**src/rtl/i2c_cfg_pkg.sv**
```systemverilog
package i2c_cfg_pkg;
  localparam int REG_AW = 8;
  localparam int REG_DW = 8;
  localparam logic [REG_AW-1:0] ID_ADDR  = 8'h00;
  localparam logic [REG_DW-1:0] ID_VALUE = 8'h51;

  typedef enum logic [3:0] {
    ST_IDLE, ST_DEVADR, ST_DEVACK, ST_REGADR, ST_REGACK,
    ST_WDATA, ST_WACK, ST_RDATA, ST_MACK, ST_PARK
  } tgt_state_e;

  typedef enum logic [1:0] {SRC_NONE, SRC_ID, SRC_SHD, SRC_ZERO} rd_src_e;

  function automatic logic in_shadow(input logic [REG_AW-1:0] a);
    return (a >= 8'h10 && a <= 8'h15) ||
           (a >= 8'h50 && a <= 8'h57) ||
           (a >= 8'hD4 && a <= 8'hD6);
  endfunction
endpackage

```
**src/rtl/i2c_line_filter.sv**
```systemverilog
module i2c_line_filter #(
  parameter int FILT_LEN = 3
) (
  input  logic clk,
  input  logic rst_n,
  input  logic raw_i,
  output logic lvl_o,
  output logic rise_o,
  output logic fall_o
);
  localparam int CW = $clog2(FILT_LEN + 1);
  logic [1:0]    sync_q;
  logic [CW-1:0] cnt_q;

  always_ff @(posedge clk or negedge rst_n) begin
    if (!rst_n) begin
      sync_q <= 2'b11;
      cnt_q  <= '0;
      lvl_o  <= 1'b1;
      rise_o <= 1'b0;
      fall_o <= 1'b0;
    end else begin
      sync_q <= {sync_q[0], raw_i};
      rise_o <= 1'b0;
      fall_o <= 1'b0;
      if (sync_q[1] != lvl_o) begin
        if (cnt_q == CW'(FILT_LEN - 1)) begin
          lvl_o  <= sync_q[1];
          rise_o <= sync_q[1];
          fall_o <= ~sync_q[1];
          cnt_q  <= '0;
        end else begin
          cnt_q <= cnt_q + 1'b1;
        end
      end else begin
        cnt_q <= '0;
      end
    end
  end

  p_edge_excl_r10: assert property (@(posedge clk) disable iff (!rst_n)
    !(rise_o && fall_o));
endmodule

```
**src/rtl/i2c_holdoff.sv**
```systemverilog
module i2c_holdoff #(
  parameter int unsigned CYCLES = 250000
) (
  input  logic clk,
  input  logic rst_n,
  output logic done_o
);
  localparam int CW = $clog2(CYCLES + 1);
  logic [CW-1:0] cnt_q;

  always_ff @(posedge clk or negedge rst_n) begin
    if (!rst_n) begin
      cnt_q  <= '0;
      done_o <= 1'b0;
    end else if (!done_o) begin
      cnt_q <= cnt_q + 1'b1;
      if (cnt_q == CW'(CYCLES - 1)) done_o <= 1'b1;
    end
  end

  p_done_sticky_r3: assert property (@(posedge clk) disable iff (!rst_n)
    done_o |=> done_o);
endmodule

```
**src/rtl/i2c_target_fsm.sv**
```systemverilog
module i2c_target_fsm
  import i2c_cfg_pkg::*;
(
  input  logic              clk,
  input  logic              rst_n,
  input  logic              scl_lvl,
  input  logic              scl_rise,
  input  logic              scl_fall,
  input  logic              sda_lvl,
  input  logic              sda_rise,
  input  logic              sda_fall,
  input  logic              ready,
  input  logic [6:0]        dev_addr,
  input  logic [REG_DW-1:0] rd_byte,
  output logic              sda_oe,
  output logic              req_wr,
  output logic              req_rd,
  output logic [REG_AW-1:0] req_addr,
  output logic [REG_DW-1:0] req_data
);
  tgt_state_e        state_q;
  logic [3:0]        bitcnt_q;
  logic [7:0]        shreg_q;
  logic [REG_AW-1:0] ptr_q;
  logic              is_read_q;
  logic              wr_done_q;
  logic              start_det, stop_det, shifting;

  assign start_det = scl_lvl && sda_fall;
  assign stop_det  = scl_lvl && sda_rise;
  assign shifting  = (state_q == ST_DEVADR) || (state_q == ST_REGADR) ||
                     (state_q == ST_WDATA);

  always_ff @(posedge clk or negedge rst_n) begin
    if (!rst_n) begin
      state_q   <= ST_IDLE;
      bitcnt_q  <= '0;
      shreg_q   <= '0;
      ptr_q     <= '0;
      is_read_q <= 1'b0;
      wr_done_q <= 1'b0;
      sda_oe    <= 1'b0;
      req_wr    <= 1'b0;
      req_rd    <= 1'b0;
      req_addr  <= '0;
      req_data  <= '0;
    end else begin
      req_wr <= 1'b0;
      req_rd <= 1'b0;
      if (stop_det) begin
        state_q <= ST_IDLE;
        sda_oe  <= 1'b0;
      end else if (start_det) begin
        sda_oe    <= 1'b0;
        bitcnt_q  <= '0;
        wr_done_q <= 1'b0;
        state_q   <= ready ? ST_DEVADR : ST_PARK;
      end else if (shifting) begin
        if (scl_rise) begin
          shreg_q  <= {shreg_q[6:0], sda_lvl};
          bitcnt_q <= bitcnt_q + 1'b1;
        end else if (scl_fall && bitcnt_q == 4'd8) begin
          bitcnt_q <= '0;
          unique case (state_q)
            ST_DEVADR: begin
              if (shreg_q[7:1] == dev_addr && ready) begin
                sda_oe    <= 1'b1;
                is_read_q <= shreg_q[0];
                state_q   <= ST_DEVACK;
                if (shreg_q[0]) begin
                  req_rd   <= 1'b1;
                  req_addr <= ptr_q;
                end
              end else begin
                state_q <= ST_PARK;
              end
            end
            ST_REGADR: begin
              ptr_q   <= shreg_q;
              sda_oe  <= 1'b1;
              state_q <= ST_REGACK;
            end
            default: begin
              if (!wr_done_q) begin
                req_wr    <= 1'b1;
                req_addr  <= ptr_q;
                req_data  <= shreg_q;
                wr_done_q <= 1'b1;
                sda_oe    <= 1'b1;
                state_q   <= ST_WACK;
              end else begin
                state_q <= ST_PARK;
              end
            end
          endcase
        end
      end else begin
        unique case (state_q)
          ST_DEVACK: if (scl_fall) begin
            bitcnt_q <= '0;
            if (is_read_q) begin
              shreg_q <= rd_byte;
              sda_oe  <= ~rd_byte[7];
              state_q <= ST_RDATA;
            end else begin
              sda_oe  <= 1'b0;
              state_q <= ST_REGADR;
            end
          end
          ST_REGACK, ST_WACK: if (scl_fall) begin
            sda_oe  <= 1'b0;
            state_q <= ST_WDATA;
          end
          ST_RDATA: begin
            if (scl_rise) begin
              bitcnt_q <= bitcnt_q + 1'b1;
            end else if (scl_fall) begin
              if (bitcnt_q == 4'd8) begin
                sda_oe  <= 1'b0;
                state_q <= ST_MACK;
              end else begin
                sda_oe  <= ~shreg_q[6];
                shreg_q <= {shreg_q[6:0], 1'b0};
              end
            end
          end
          ST_MACK: if (scl_rise) state_q <= ST_PARK;
          default: ;
        endcase
      end
    end
  end

  p_park_quiet_r2: assert property (@(posedge clk) disable iff (!rst_n)
    (state_q == ST_PARK) |-> !sda_oe);
  p_holdoff_quiet_r3: assert property (@(posedge clk) disable iff (!rst_n)
    !ready |-> !sda_oe);
  p_strobe_excl_r4: assert property (@(posedge clk) disable iff (!rst_n)
    $onehot0({req_wr, req_rd}));
  p_single_write_r5: assert property (@(posedge clk) disable iff (!rst_n)
    req_wr |-> $past(!wr_done_q));
  p_stop_idle_r9: assert property (@(posedge clk) disable iff (!rst_n)
    stop_det |=> (state_q == ST_IDLE && !sda_oe));
endmodule

```
**src/rtl/cfg_reg_decode.sv**
```systemverilog
module cfg_reg_decode
  import i2c_cfg_pkg::*;
(
  input  logic              clk,
  input  logic              rst_n,
  input  logic              req_wr,
  input  logic              req_rd,
  input  logic [REG_AW-1:0] req_addr,
  input  logic [REG_DW-1:0] req_data,
  output logic              shd_wr_en,
  output logic              shd_rd_en,
  output logic [REG_AW-1:0] shd_addr,
  output logic [REG_DW-1:0] shd_wdata,
  input  logic [REG_DW-1:0] shd_rdata,
  output logic [REG_DW-1:0] rd_byte
);
  rd_src_e src_q;
  logic    mapped;

  assign mapped    = in_shadow(req_addr);
  assign shd_wr_en = req_wr && mapped;
  assign shd_rd_en = req_rd && mapped;
  assign shd_addr  = req_addr;
  assign shd_wdata = req_data;

  always_ff @(posedge clk or negedge rst_n) begin
    if (!rst_n) begin
      src_q   <= SRC_NONE;
      rd_byte <= '0;
    end else begin
      src_q <= SRC_NONE;
      if (req_rd) begin
        if (req_addr == ID_ADDR) src_q <= SRC_ID;
        else if (mapped)         src_q <= SRC_SHD;
        else                     src_q <= SRC_ZERO;
      end
      unique case (src_q)
        SRC_ID:   rd_byte <= ID_VALUE;
        SRC_SHD:  rd_byte <= shd_rdata;
        SRC_ZERO: rd_byte <= '0;
        default:  ;
      endcase
    end
  end

  p_id_value_r6: assert property (@(posedge clk) disable iff (!rst_n)
    ($past(req_rd, 2) && $past(req_addr, 2) == ID_ADDR) |-> rd_byte == ID_VALUE);
  p_unmapped_zero_r7: assert property (@(posedge clk) disable iff (!rst_n)
    ($past(req_rd, 2) && $past(req_addr, 2) != ID_ADDR && !in_shadow($past(req_addr, 2)))
      |-> rd_byte == '0);
  p_shd_read_r8: assert property (@(posedge clk) disable iff (!rst_n)
    $past(shd_rd_en, 2) |-> rd_byte == $past(shd_rdata));
endmodule

```
**src/rtl/i2c_cfg_target.sv**
```systemverilog
module i2c_cfg_target
  import i2c_cfg_pkg::*;
#(
  parameter int          FILT_LEN       = 3,
  parameter int unsigned HOLDOFF_CYCLES = 250000
) (
  input  logic        clk,
  input  logic        rst_n,
  input  logic        scl_i,
  input  logic        sda_i,
  output logic        sda_oe,
  input  logic [6:0]  dev_addr,
  output logic        shd_wr_en,
  output logic        shd_rd_en,
  output logic [7:0]  shd_addr,
  output logic [7:0]  shd_wdata,
  input  logic [7:0]  shd_rdata
);
  localparam int NLINES = 2;
  logic [NLINES-1:0] raw, lvl, rise, fall;
  logic              ready, req_wr, req_rd;
  logic [REG_AW-1:0] req_addr;
  logic [REG_DW-1:0] req_data, rd_byte;

  assign raw = {sda_i, scl_i};

  for (genvar g = 0; g < NLINES; g++) begin : g_line
    i2c_line_filter #(.FILT_LEN(FILT_LEN)) u_filt (
      .clk(clk), .rst_n(rst_n), .raw_i(raw[g]),
      .lvl_o(lvl[g]), .rise_o(rise[g]), .fall_o(fall[g]));
  end

  i2c_holdoff #(.CYCLES(HOLDOFF_CYCLES)) u_hold (
    .clk(clk), .rst_n(rst_n), .done_o(ready));

  i2c_target_fsm u_fsm (
    .clk(clk), .rst_n(rst_n),
    .scl_lvl(lvl[0]), .scl_rise(rise[0]), .scl_fall(fall[0]),
    .sda_lvl(lvl[1]), .sda_rise(rise[1]), .sda_fall(fall[1]),
    .ready(ready), .dev_addr(dev_addr), .rd_byte(rd_byte),
    .sda_oe(sda_oe), .req_wr(req_wr), .req_rd(req_rd),
    .req_addr(req_addr), .req_data(req_data));

  cfg_reg_decode u_dec (
    .clk(clk), .rst_n(rst_n), .req_wr(req_wr), .req_rd(req_rd),
    .req_addr(req_addr), .req_data(req_data),
    .shd_wr_en(shd_wr_en), .shd_rd_en(shd_rd_en),
    .shd_addr(shd_addr), .shd_wdata(shd_wdata),
    .shd_rdata(shd_rdata), .rd_byte(rd_byte));

  p_no_id_write_r6: assert property (@(posedge clk) disable iff (!rst_n)
    shd_wr_en |-> shd_addr != ID_ADDR);
endmodule

```
**config.mk**
```make
export PLATFORM = sky130hd
export DESIGN_NAME = i2c_cfg_target
export DESIGN_NICKNAME = d
export VERILOG_FILES = /design/src/rtl/i2c_cfg_pkg.sv /design/src/rtl/i2c_line_filter.sv /design/src/rtl/i2c_holdoff.sv /design/src/rtl/i2c_target_fsm.sv /design/src/rtl/cfg_reg_decode.sv /design/src/rtl/i2c_cfg_target.sv
export SDC_FILE = /design/constraint.sdc
export NUM_CORES = 1
export LEC_CHECK = 0
export BUFFER_PORTS_ARGS = -buffer_cell sky130_fd_sc_hd__buf_2
export CELL_PAD_IN_SITES_DETAIL_PLACEMENT = 1
export CELL_PAD_IN_SITES_GLOBAL_PLACEMENT = 1
export CORE_UTILIZATION = 43
export CTS_CLUSTER_DIAMETER = 120
export DETAILED_ROUTE_END_ITERATION = 8
export PLACE_DENSITY = 0.79
export SLEW_MARGIN = 15
export SYNTH_ARGS = -nofsm -noshare
export SYNTH_HDL_FRONTEND = slang
export SYNTH_SLANG_ARGS = --single-unit
```
**constraint.sdc**
```tcl
create_clock -name clk -period 1.78 [get_ports clk]
set_input_delay 0.178 -clock clk [delete_from_list [all_inputs] [get_ports clk]]
set_output_delay 0.178 -clock clk [all_outputs]
set_load 0.02 [all_outputs]
```
==> impl_metrics.json <==
{
  "dr.pass1.iters": 4,
  "max_freq_mhz": 508,
  "final_common_cell": "dfrtp_1",
  "cts_tree": "built",
  "ys_seq_elements": 88,
  "cts_root_buf": "clkbuf_8",
  "grt_pass1_vias": 3880,
  "dp_hpwl_um": 8270,
  "slew_violations": 0,
  "p_per_area_nw_per_um2": 1230,
  "yosysTopAreaCell": "dfrtp_1",
  "synth_edf_count": 0,
  "rsz0062_at_grt": "true",
  "postLayoutSetupSlackWorst_ns": -0.189,
  "grt_antenna_before_repair": 0,
  "vias": 3504,
  "slew_headroom_pct": 64.6,
  "p_leak_nw": 2.67,
  "arrival_ns": 2.21,
  "status": "finished, violations left",
  "max-vdd-ir-drop_uv": 590,
  "cts_buffers": 9,
  "ys.flop_type": "dfrtp_1",
  "grt_usage_pct": 26.4,
  "setup_viol": 38,
  "avgSynthCellArea_sq_um": 11.0,
  "grt_overflow": 0,
  "rows": 35,
  "insertion_delay_ns": 0.36,
  "die_area_sq_um": 10300,
  "fill_cells": 998,
  "yosys_warnings": 0,
  "holdWs_ns": 0.0321,
  "final_cell_mix": "80 x dfrtp_1, 66 x buf_4, 44 x nand2_1",
  "post_drt_via_cell_ratio": 5.55,
  "worstPathMaxFanout": 8,
  "ys_types": 63,
  "postRouteAntennaNets": 0,
  "min_period_ns": 1.97,
  "clockBufferDepth": 2,
  "hold_viol_final": 0,
  "synth_seq_area_share_pct": 52.1,
  "netlist_area_sq_um": 4240,
  "crit_required_ns": 2.02,
  "failed_checks": "setup timing",
  "grt_start_max_net_pins": 46,
  "worstMarginPinSlew_ns": 0.529,
  "hold_class": "in2reg",
  "yosysTopAreaCellShare_pct": 48.4,
  "area_delta_synth_final_pct": 33.0,
  "core_area_sq_um": 9420,
  "io_buffers": 37,
  "clock_sinks": 88,
  "yosys-top-cells-area": "dfrtp_1 48%, mux2_2 5.3%, nand2_1 4.1%",
  "cap_violations": 0,
  "die_y_um": 101,
  "num_antenna_cells": 0,
  "netlist_instances": 385,
  "cp-start-kind": "flop",
  "wl_um": 12900,
  "wl_per_cell_um": 20.5,
  "place_ws_ns": -0.291,
  "async_flop_share_pct": 100,
  "crit_type": "reg2reg",
  "die_x_um": 101,
  "floorplan.initialDensity_pct": 45.0,
  "drtIter0Drc": 174,
  "syn_nets": 407,
  "place_area_sq_um": 5000,
  "gp_congestion": 0.827,
  "grt_pass1_wl_um": 20300,
  "finalCritPeriodShare_pct": 111,
  "final_nets": 520,
  "post-route-drc-count": 0,
  "ctsHtreeMaxLevel": 3,
  "cts.clk_slew.worst_paths_ns": 0.09,
  "finClkSkew_ns": 0.0119,
  "num_io_pins": 38,
  "tns_ns": -4.06,
  "final_area_sq_um": 5640,
  "endpoint_kind": "flop",
  "drive_above_1_share_pct": 41.6
}
==> area by class of cell <==
class / count / area, sq um / share of cell area (%)
inverters: 12 / 45.0 / 0.799
multi-input cells: 271 / 2120 / 37.7
clock buffers: 9 / 124 / 2.20
clock inverters: 6 / 92.6 / 1.64
well taps: 129 / 161 / 2.86
flip-flops and latches: 88 / 2210 / 39.2
repair buffers: 116 / 877 / 15.6
==> Yosys cell counts (all sizes together) (6+ instances only) <==
master,count
dfstp,6
nor3,10
inv,12
xnor2,19
o21ai,10
mux2,29
nand2b,9
nor2,35
nand4,7
buf,8
clkbuf,6
o211ai,6
a211oi,6
dfrtp,82
a31oi,11
nand2,46
nand3,10
==> logic make-up (layout without fill, tap and decap cells) <==
logic type / count (synthesis) / count (layout) / synth area share (%)
flops: 88 / 88 / 52.1
fa+ha+maj: 3 / 3 / 0.886
mux: 34 / 34 / 9.59
xor+xnor: 24 / 24 / 4.96
buf+inv: 26 / 143 / 2.98
compound gates: 58 / 58 / 10.6
simple gates: 152 / 152 / 18.9
==> critical path, stage by stage (launching register included) <==
cell     delay (ns)
dfrtp_1        0.40
inv_2          0.07
ha_4           0.13
and3b_2        0.28
nand3_4        0.12
nor3_4         0.30
a41oi_4        0.07
buf_12         0.18
mux2_4         0.30
==> timing repair <==
| item | CTS | global route |
|---|---|---|
| buffers inserted | 12 | 6 |
| cloned | 0 | 0 |
| setup endpoints to repair | 42 | 44 |
| hold endpoints to repair | 31 | 0 |
| resized for setup | 30 | 28 |
| hold buffers | 3 | 0 |
| pin swaps | 18 | 15 |
==> flip-flops by register name, indices dropped and copies added (netlist names) <==
register / flops
u_hold.done_o: 1
u_fsm.req_data: 8
g_line.u_filt.lvl_o: 2
u_fsm.state_q: 4
u_hold.cnt_q: 18
u_fsm.shreg_q: 8
u_fsm.req_wr: 1
u_fsm.bitcnt_q: 4
g_line.u_filt.rise_o: 2
u_dec.rd_byte: 8
g_line.u_filt.cnt_q: 4
u_fsm.is_read_q: 1
u_fsm.wr_done_q: 1
g_line.u_filt.sync_q: 4
g_line.u_filt.fall_o: 2
u_dec.src_q: 2
u_fsm.ptr_q: 8
u_fsm.sda_oe: 1
u_fsm.req_addr: 8
u_fsm.req_rd: 1
==> layer usage <==
layer	share of wire [%]	wire, um	track usage, %
met5	0	0	0
met4	2.7	346	9.48
met3	3.0	393	4.28
met2	52	6780	48.5
met1	42	5410	31.1
==> path summary, 6_finish.rpt <==
check                           slack, ns                    endpoint  depth (start not counted)                  startpoint
worst max-delay path                -0.19           u_fsm.req_addr[5]                          8           u_fsm.bitcnt_q[1]
worst min-delay path                 0.03            u_dec.rd_byte[4]                          3                shd_rdata[4]
worst max register to register      -0.19           u_fsm.req_addr[5]                          8           u_fsm.bitcnt_q[1]
worst min register to register       0.36  g_line[0].u_filt.sync_q[1]                          0  g_line[0].u_filt.sync_q[0]
max in group asynchronous            0.87  g_line[1].u_filt.sync_q[1]                          3                       rst_n
min in group asynchronous            0.29            u_hold.cnt_q[13]                          2                       rst_n
==> where the power goes <==
part | internal [W] | switching (W)
clock | 0.000794 | 0.000775
combinational | 0.00140 | 0.00151
sequential | 0.00225 | 0.000227
total | 0.00444 | 0.00251
==> stage by stage <==
stage | instances | total power (W) | utilization (%)
final | 631 | 0.00695 | 59.9
after global routing | 631 | 0.00726 | 59.9
after CTS | 626 | 0.00654 | 57.9
after detailed placement | 597 | 0.00481 | 53.1
after global placement | 597 | 0.00468 | 53.1
after floorplan | 385 | 0.00376 | -
Power figures use the tool's default switching activity.
